[src/rtl/tw_eeprom_pkg.sv]
package tw_eeprom_pkg;
  localparam int ADDR_W    = 8;
  localparam int DATA_W    = 8;
  localparam int PAGE_BITS = 3;
  localparam int PAGE_LEN  = 1 << PAGE_BITS;
  localparam int DEV_W     = 7;

  typedef logic [ADDR_W-1:0] addr_t;
  typedef logic [DATA_W-1:0] byte_t;

  typedef enum logic [2:0] {S_IDLE, S_RX, S_ACK, S_TX, S_MACK} bus_st_t;
  typedef enum logic [1:0] {P_CTRL, P_WADDR, P_DATA, P_READ} phase_t;

  // advance only the in-page offset (write staging)
  function automatic addr_t page_step(addr_t a);
    addr_t r;
    r = a;
    r[PAGE_BITS-1:0] = a[PAGE_BITS-1:0] + 1'b1;
    return r;
  endfunction

  // advance across the whole array (sequential read)
  function automatic addr_t seq_step(addr_t a);
    return addr_t'(a + 1'b1);
  endfunction

  function automatic logic ctrl_hits(byte_t c, logic [DEV_W-1:0] id);
    return c[DATA_W-1:1] == id;
  endfunction
endpackage

[src/rtl/tw_line_mon.sv]
module tw_line_mon (
  input  logic clk,
  input  logic rst_n,
  input  logic scl_i,
  input  logic sda_i,
  output logic sda_s,
  output logic scl_rise,
  output logic scl_fall,
  output logic start_ev,
  output logic stop_ev
);
  logic [1:0] scl_m, sda_m;
  logic       scl_d, sda_d, scl_s;

  always_ff @(posedge clk or negedge rst_n) begin
    if (!rst_n) begin
      scl_m <= 2'b11;
      sda_m <= 2'b11;
      scl_d <= 1'b1;
      sda_d <= 1'b1;
    end else begin
      scl_m <= {scl_m[0], scl_i};
      sda_m <= {sda_m[0], sda_i};
      scl_d <= scl_m[1];
      sda_d <= sda_m[1];
    end
  end

  assign scl_s    = scl_m[1];
  assign sda_s    = sda_m[1];
  assign scl_rise = scl_s & ~scl_d;
  assign scl_fall = ~scl_s & scl_d;
  assign start_ev = scl_s & scl_d & sda_d & ~sda_s;
  assign stop_ev  = scl_s & scl_d & ~sda_d & sda_s;
endmodule

[src/rtl/tw_page_stage.sv]
module tw_page_stage
  import tw_eeprom_pkg::*;
#(
  parameter int BUSY_CYC = 400
) (
  input  logic  clk,
  input  logic  rst_n,
  input  logic  clear_i,
  input  logic  load_i,
  input  addr_t load_addr_i,
  input  byte_t load_data_i,
  input  logic  commit_i,
  input  logic  wp_i,
  output logic  busy_o,
  output logic  committing_o,
  output logic  armed_o,
  output addr_t wr_addr_o,
  output byte_t wr_data_o,
  output logic  wr_en_o
);
  localparam int    TW      = $clog2(BUSY_CYC + 1);
  localparam addr_t ARM_LOC = addr_t'(8'h7F);

  byte_t                        slot_q [PAGE_LEN];
  logic [PAGE_LEN-1:0]          valid_q;
  logic [ADDR_W-PAGE_BITS-1:0]  base_q;
  logic [PAGE_BITS-1:0]         idx_q;
  logic                         committing_q, armed_q;
  logic [TW-1:0]                timer_q;
  logic                         last_slot;

  for (genvar g = 0; g < PAGE_LEN; g++) begin : g_slot
    always_ff @(posedge clk or negedge rst_n) begin
      if (!rst_n)
        slot_q[g] <= '0;
      else if (load_i && load_addr_i[PAGE_BITS-1:0] == PAGE_BITS'(g))
        slot_q[g] <= load_data_i;
    end
  end

  assign last_slot = committing_q && (idx_q == PAGE_BITS'(PAGE_LEN - 1));
  assign wr_addr_o = {base_q, idx_q};
  assign wr_data_o = slot_q[idx_q];
  assign wr_en_o   = committing_q & valid_q[idx_q] & ~(armed_q & wp_i);

  always_ff @(posedge clk or negedge rst_n) begin
    if (!rst_n) begin
      valid_q      <= '0;
      base_q       <= '0;
      idx_q        <= '0;
      committing_q <= 1'b0;
      timer_q      <= '0;
      armed_q      <= 1'b0;
    end else begin
      if (last_slot)
        valid_q <= '0;
      else if (clear_i && !committing_q)
        valid_q <= '0;
      else if (load_i)
        valid_q[load_addr_i[PAGE_BITS-1:0]] <= 1'b1;

      if (load_i)
        base_q <= load_addr_i[ADDR_W-1:PAGE_BITS];

      if (!committing_q && commit_i && |valid_q) begin
        committing_q <= 1'b1;
        idx_q        <= '0;
      end else if (committing_q) begin
        idx_q <= idx_q + 1'b1;
        if (last_slot) begin
          committing_q <= 1'b0;
          timer_q      <= TW'(BUSY_CYC);
        end
      end else if (timer_q != '0) begin
        timer_q <= timer_q - 1'b1;
      end

      if (wr_en_o && wr_addr_o == ARM_LOC)
        armed_q <= 1'b1;
    end
  end

  assign busy_o       = committing_q | (timer_q != '0);
  assign committing_o = committing_q;
  assign armed_o      = armed_q;
endmodule

[src/rtl/tw_eeprom_slave.sv]
module tw_eeprom_slave
  import tw_eeprom_pkg::*;
#(
  parameter logic [DEV_W-1:0] DEV_ID   = 7'b1010000,
  parameter int               BUSY_CYC = 400
) (
  input  logic        clk,
  input  logic        rst_n,
  input  logic        scl_i,
  input  logic        sda_i,
  output logic        sda_oe,
  input  logic        wp_i,
  output logic [7:0]  mem_addr,
  output logic        mem_we,
  output logic [7:0]  mem_wdata,
  input  logic [7:0]  mem_rdata
);
  logic    sda_s, scl_rise, scl_fall, start_ev, stop_ev;
  bus_st_t st;
  phase_t  ph;
  logic [3:0] bcnt;
  byte_t   shreg, txreg;
  addr_t   ptr;
  logic    sda_oe_q, mack;
  logic    busy, committing, armed, wr_en;
  addr_t   wr_addr;
  byte_t   wr_data;

  // named internal events
  logic byte_eval, ctrl_eval, ctrl_ok, buf_load;
  assign byte_eval = (st == S_RX) && scl_fall && (bcnt == 4'd8);
  assign ctrl_eval = byte_eval && (ph == P_CTRL);
  assign ctrl_ok   = ctrl_hits(shreg, DEV_ID) && !busy;
  assign buf_load  = byte_eval && (ph == P_DATA);

  tw_line_mon u_mon (
    .clk(clk), .rst_n(rst_n), .scl_i(scl_i), .sda_i(sda_i),
    .sda_s(sda_s), .scl_rise(scl_rise), .scl_fall(scl_fall),
    .start_ev(start_ev), .stop_ev(stop_ev)
  );

  tw_page_stage #(.BUSY_CYC(BUSY_CYC)) u_stage (
    .clk(clk), .rst_n(rst_n),
    .clear_i(start_ev), .load_i(buf_load), .load_addr_i(ptr),
    .load_data_i(shreg), .commit_i(stop_ev), .wp_i(wp_i),
    .busy_o(busy), .committing_o(committing), .armed_o(armed),
    .wr_addr_o(wr_addr), .wr_data_o(wr_data), .wr_en_o(wr_en)
  );

  assign mem_addr  = committing ? wr_addr : ptr;
  assign mem_we    = wr_en;
  assign mem_wdata = wr_data;
  assign sda_oe    = sda_oe_q;

  always_ff @(posedge clk or negedge rst_n) begin
    if (!rst_n) begin
      st       <= S_IDLE;
      ph       <= P_CTRL;
      bcnt     <= '0;
      shreg    <= '0;
      txreg    <= '0;
      ptr      <= '0;
      sda_oe_q <= 1'b0;
      mack     <= 1'b0;
    end else if (start_ev) begin
      st       <= S_RX;
      ph       <= P_CTRL;
      bcnt     <= '0;
      sda_oe_q <= 1'b0;
    end else if (stop_ev) begin
      st       <= S_IDLE;
      sda_oe_q <= 1'b0;
    end else begin
      unique case (st)
        S_RX: begin
          if (scl_rise) begin
            shreg <= {shreg[DATA_W-2:0], sda_s};
            bcnt  <= bcnt + 4'd1;
          end else if (ctrl_eval) begin
            bcnt <= '0;
            if (ctrl_ok) begin
              st       <= S_ACK;
              sda_oe_q <= 1'b1;
              ph       <= shreg[0] ? P_READ : P_WADDR;
            end else begin
              st <= S_IDLE;
            end
          end else if (byte_eval) begin
            bcnt     <= '0;
            st       <= S_ACK;
            sda_oe_q <= 1'b1;
            if (ph == P_WADDR) begin
              ptr <= shreg;
              ph  <= P_DATA;
            end else begin
              ptr <= page_step(ptr);
            end
          end
        end
        S_ACK: begin
          if (scl_fall) begin
            bcnt <= '0;
            if (ph == P_READ) begin
              st       <= S_TX;
              txreg    <= mem_rdata;
              sda_oe_q <= ~mem_rdata[DATA_W-1];
              ptr      <= seq_step(ptr);
            end else begin
              st       <= S_RX;
              sda_oe_q <= 1'b0;
            end
          end
        end
        S_TX: begin
          if (scl_fall) begin
            if (bcnt == 4'd7) begin
              st       <= S_MACK;
              sda_oe_q <= 1'b0;
            end else begin
              txreg    <= {txreg[DATA_W-2:0], 1'b0};
              sda_oe_q <= ~txreg[DATA_W-2];
              bcnt     <= bcnt + 4'd1;
            end
          end
        end
        S_MACK: begin
          if (scl_rise) begin
            mack <= ~sda_s;
          end else if (scl_fall) begin
            bcnt <= '0;
            if (mack) begin
              st       <= S_TX;
              txreg    <= mem_rdata;
              sda_oe_q <= ~mem_rdata[DATA_W-1];
              ptr      <= seq_step(ptr);
            end else begin
              st <= S_IDLE;
            end
          end
        end
        default: ;
      endcase
    end
  end
endmodule

[config.mk]
export PLATFORM = sky130hd
export DESIGN_NAME = tw_eeprom_slave
export DESIGN_NICKNAME = d
export VERILOG_FILES = /design/src/rtl/tw_eeprom_pkg.sv /design/src/rtl/tw_line_mon.sv /design/src/rtl/tw_page_stage.sv /design/src/rtl/tw_eeprom_slave.sv
export SDC_FILE = /design/constraint.sdc
export NUM_CORES = 1
export LEC_CHECK = 0
export BUFFER_PORTS_ARGS = -buffer_cell sky130_fd_sc_hd__buf_2
export CAP_MARGIN = 20
export CORE_ASPECT_RATIO = 1.2
export CORE_UTILIZATION = 33
export DETAILED_ROUTE_END_ITERATION = 6
export HOLD_SLACK_MARGIN = 0.05
export SETUP_SLACK_MARGIN = 0.5
export SLEW_MARGIN = 20
export SYNTH_ARGS = -nofsm -noshare
export SYNTH_HDL_FRONTEND = slang
export SYNTH_SLANG_ARGS = --single-unit
export TNS_END_PERCENT = 100
[constraint.sdc]
create_clock -name clk -period 3.3 [get_ports clk]
set_input_delay 0.99 -clock clk [delete_from_list [all_inputs] [get_ports clk]]
set_output_delay 0.99 -clock clk [all_outputs]
set_load 0.01 [all_outputs]
==> results.yml <==
run_status:
  status: "finished clean"
power:
  leakage_nw: 3.68
  fin_total_pwr_mw: 5.11
  vdd_drop_max_uv: 502
  p_per_area_nw_per_um2: 666
global_route:
  grtUsageTotal_pct: 16.4
  grt_pass1_wl_um: 25300
  first_global_vias: 4804
  antenna_found_initial: 0
  grt-ovfl-total: 0
  grt_max_degree: 55
floorplanning:
  die_y_um: 157
  row_count: 56
  die_area_um2: 20500
  core_area_um2: 19500
  io_pins: 31
  start_util_pct: 33.6
  die_x_um: 131
worst_setup_path:
  path_delay_family: "multiplexers"
  crit_arrival_ns: 2.01
  crit_fanout: 10
  cp_slowest_cell: "mux4_2"
  regToRegStartpoint: "u_stage.idx_q[1]$_DFFE_PN0P_"
  slowest_delay_ns: 0.51
  crit_required_ns: 2.31
  crit_start: "u_stage.idx_q[0]$_DFFE_PN0P_"
  critPathCaptureType: "output pin"
  crit_chain: "buf_12, mux4_2, mux2_2, buf_2"
  start_kind: "register"
  crit_buf_inv: 2
  critical_path_class: "reg -> out"
clocking:
  clk_path_buf_depth: 2
  numCtsBuffers: 17
  ctsHoldBuffers: 0
  cts_sinks: 131
  cts_root_buf: "clkbuf_16"
  cts_tree: "done"
  clkTransAtPathRegs_ns: 0.06
  htree_levels: 4
  clock_latency_ns: 0.42
logic_synthesis:
  synth_fa_ha_area_share_pct: 2.28
  synth_nets: 573
  synth_area_leaders: "dfrtp_1 48%, mux2_1 7.0%, mux2_2 7.0%"
  synth_seq_area_share_pct: 50.0
  synth_mux_area_share_pct: 23.5
  syn_inst: 548
  async_flop_share_pct: 100
  synth_top_flop_cell: "dfrtp_1"
  yosys.area_share.simple_pct: 12.8
  ys_ff_latch: 131
  synth_edf_count: 0
  yosysTopAreaCellShare_pct: 47.6
  syn-cell-area_um2: 6570
  avgSynthCellArea_um2: 12.0
  synth-xor-area-share_pct: 0.266
  yosys_warnings: 0
  synth.distinct_cells: 63
  synth_area_leader_cell: "dfrtp_1"
  synth-compound-area-share_pct: 8.62
  synth_top_family_by_area: "multiplexers"
worst_hold_path:
  hold_class: "reg -> reg"
  hp-start: "u_mon.scl_m[0]$_DFF_PN1_"
layout:
  antenna_cells: 0
  layout_commonest_cell: "dfrtp_1"
  syn2layout_area_growth_pct: 16.7
  drive_gt1_share_pct: 27.4
  layout_common_cells: "122 x dfrtp_1, 41 x o21ai_0, 41 x mux2_1"
  design_area_um2: 7670
  nets: 607
  final_util_pct: 39.2
timing:
  hold_violations: 0
  fmax_mhz: 333
  layout_min_cycle_time_ns: 3.00
  setup_viol: 0
  max_slew_margin_pct: 38.2
  fin_crit_sh_pct: 91.0
  tightestPinTransition_ns: 0.926
  finClkSkew_ns: 0.0116
  holdWs_ns: 0.354
  timing.final.max_slew_violations: 0
  rsz0062_at_grt: "true"
  setup_tns_ns: 0
run:
  max-cap-violations: 0
place:
  place_area_um2: 7020
  gp_congestion: 0.869
  io_buffer_count: 30
  dp.final_hpwl_um: 10500
detailed_routing:
  avgViaCountPerCell: 5.26
  detail-route-antenna-nets: 0
  wirelength_um: 15200
  drt_iter0_drc: 188
  drt_pass1_iterations: 4
  wl_per_cell_um: 17.8
  drc: 0
  vias: 4496
## area by class of cell
class / count / area (µm²)
clock buffers: 20 / 447
clock inverters: 11 / 129
fillers: 1882 / 11900
inverters: 14 / 52.6
multi-input cells: 376 / 3140
flip-flops and latches: 131 / 3290
well taps: 261 / 327
repair buffers: 42 / 288
## worst reg2reg max path: cells and delay by family, from the launching register on
kind / cells / cell delay, ns
adders and majority gates: 2 / 0.42
DFF: 1 / 0.33
AOI/OAI and AO/OA: 2 / 0.54
and+or+nand+nor: 2 / 0.56
buffers and inverters: 2 / 0.65
## logic make-up (layout without fill, tap and decap cells)
kind of cell,count (synthesis),in the layout
compound gates,95,95
buf+inv,41,87
flops,131,131
mux,118,118
simple gates,149,149
fa+ha+maj,12,12
xor+xnor,2,2
## power by group
part	switching, mW	internal [mW]
clock network	0.722	1.13
registers	0.212	1.76
logic	0.714	0.576
total	1.65	3.46
## cells in the mapped netlist, types with 2 or more instances
cell,number
and3_1,3
dfrtp_1,125
o31ai_1,4
and2_1,4
mux2_4,7
mux2_2,41
a32oi_1,2
clkbuf_1,14
a21oi_1,17
a211oi_1,2
a31oi_1,4
mux2i_1,11
nand2_1,41
nor3b_1,4
or4_1,4
ha_1,12
buf_1,4
nand2b_1,9
o22ai_1,5
nand4_1,3
nand3_1,8
nor2_1,28
a22o_1,3
inv_1,13
nand4b_1,2
o21ai_1,2
nor2b_1,4
buf_2,6
nor4_1,6
o21a_1,2
dfstp_2,6
o211ai_1,4
nor3_1,9
or2_2,5
o21ai_0,41
nand2_4,6
buf_4,2
mux2_1,41
mux4_2,18
and4b_1,3
## final timing paths
path                       cells after the start  slack, ns                        endpoint
min                                            0       0.35        u_mon.scl_m[1]$_DFF_PN1_
max in group asynchronous                      2       1.95        u_mon.scl_m[1]$_DFF_PN1_
max reg2reg                                    8       0.67  u_stage.timer_q[7]$_DFFE_PN0P_
min in group asynchronous                      1       0.60   u_stage.slot_q[5]$_DFFE_PN0P_
max                                            4       0.30                    mem_wdata[1]
min reg2reg                                    0       0.35        u_mon.scl_m[1]$_DFF_PN1_
## routing by layer
layer	vias up	part of all wire (%)	GRT usage, %
met5	-	0	0
met4	0	2.5	6.79
met3	26	3.1	4.14
met2	73	50	27.7
met1	2315	44	19.7
li1	2082	-	-
## state kept, by name, summed over array words and instances (netlist names), 2 cells and up
name	count
txreg	7
u_mon.sda_m	2
ph	2
u_stage.idx_q	3
u_stage.slot_q	64
ptr	8
u_stage.valid_q	8
u_mon.scl_m	2
shreg	8
bcnt	4
u_stage.base_q	5
st	3
u_stage.timer_q	9
## repair_timing
item | 4_1_cts | 5_1_grt
endpoints found under the hold margin | 0 | 0
resized for setup | 7 | 9
endpoints found under the setup margin | 12 | 9
buffers inserted | 0 | 2
## through the flow
stage / setup slack, ns / instances
floorplan: 0.529 / 548
CTS: 0.261 / 853
global placement: 0.619 / 822
global route: 0.225 / 855
finish: 0.298 / 855
detailed placement: 0.568 / 822
No activity file was read; power rests on OpenSTA's default activity.
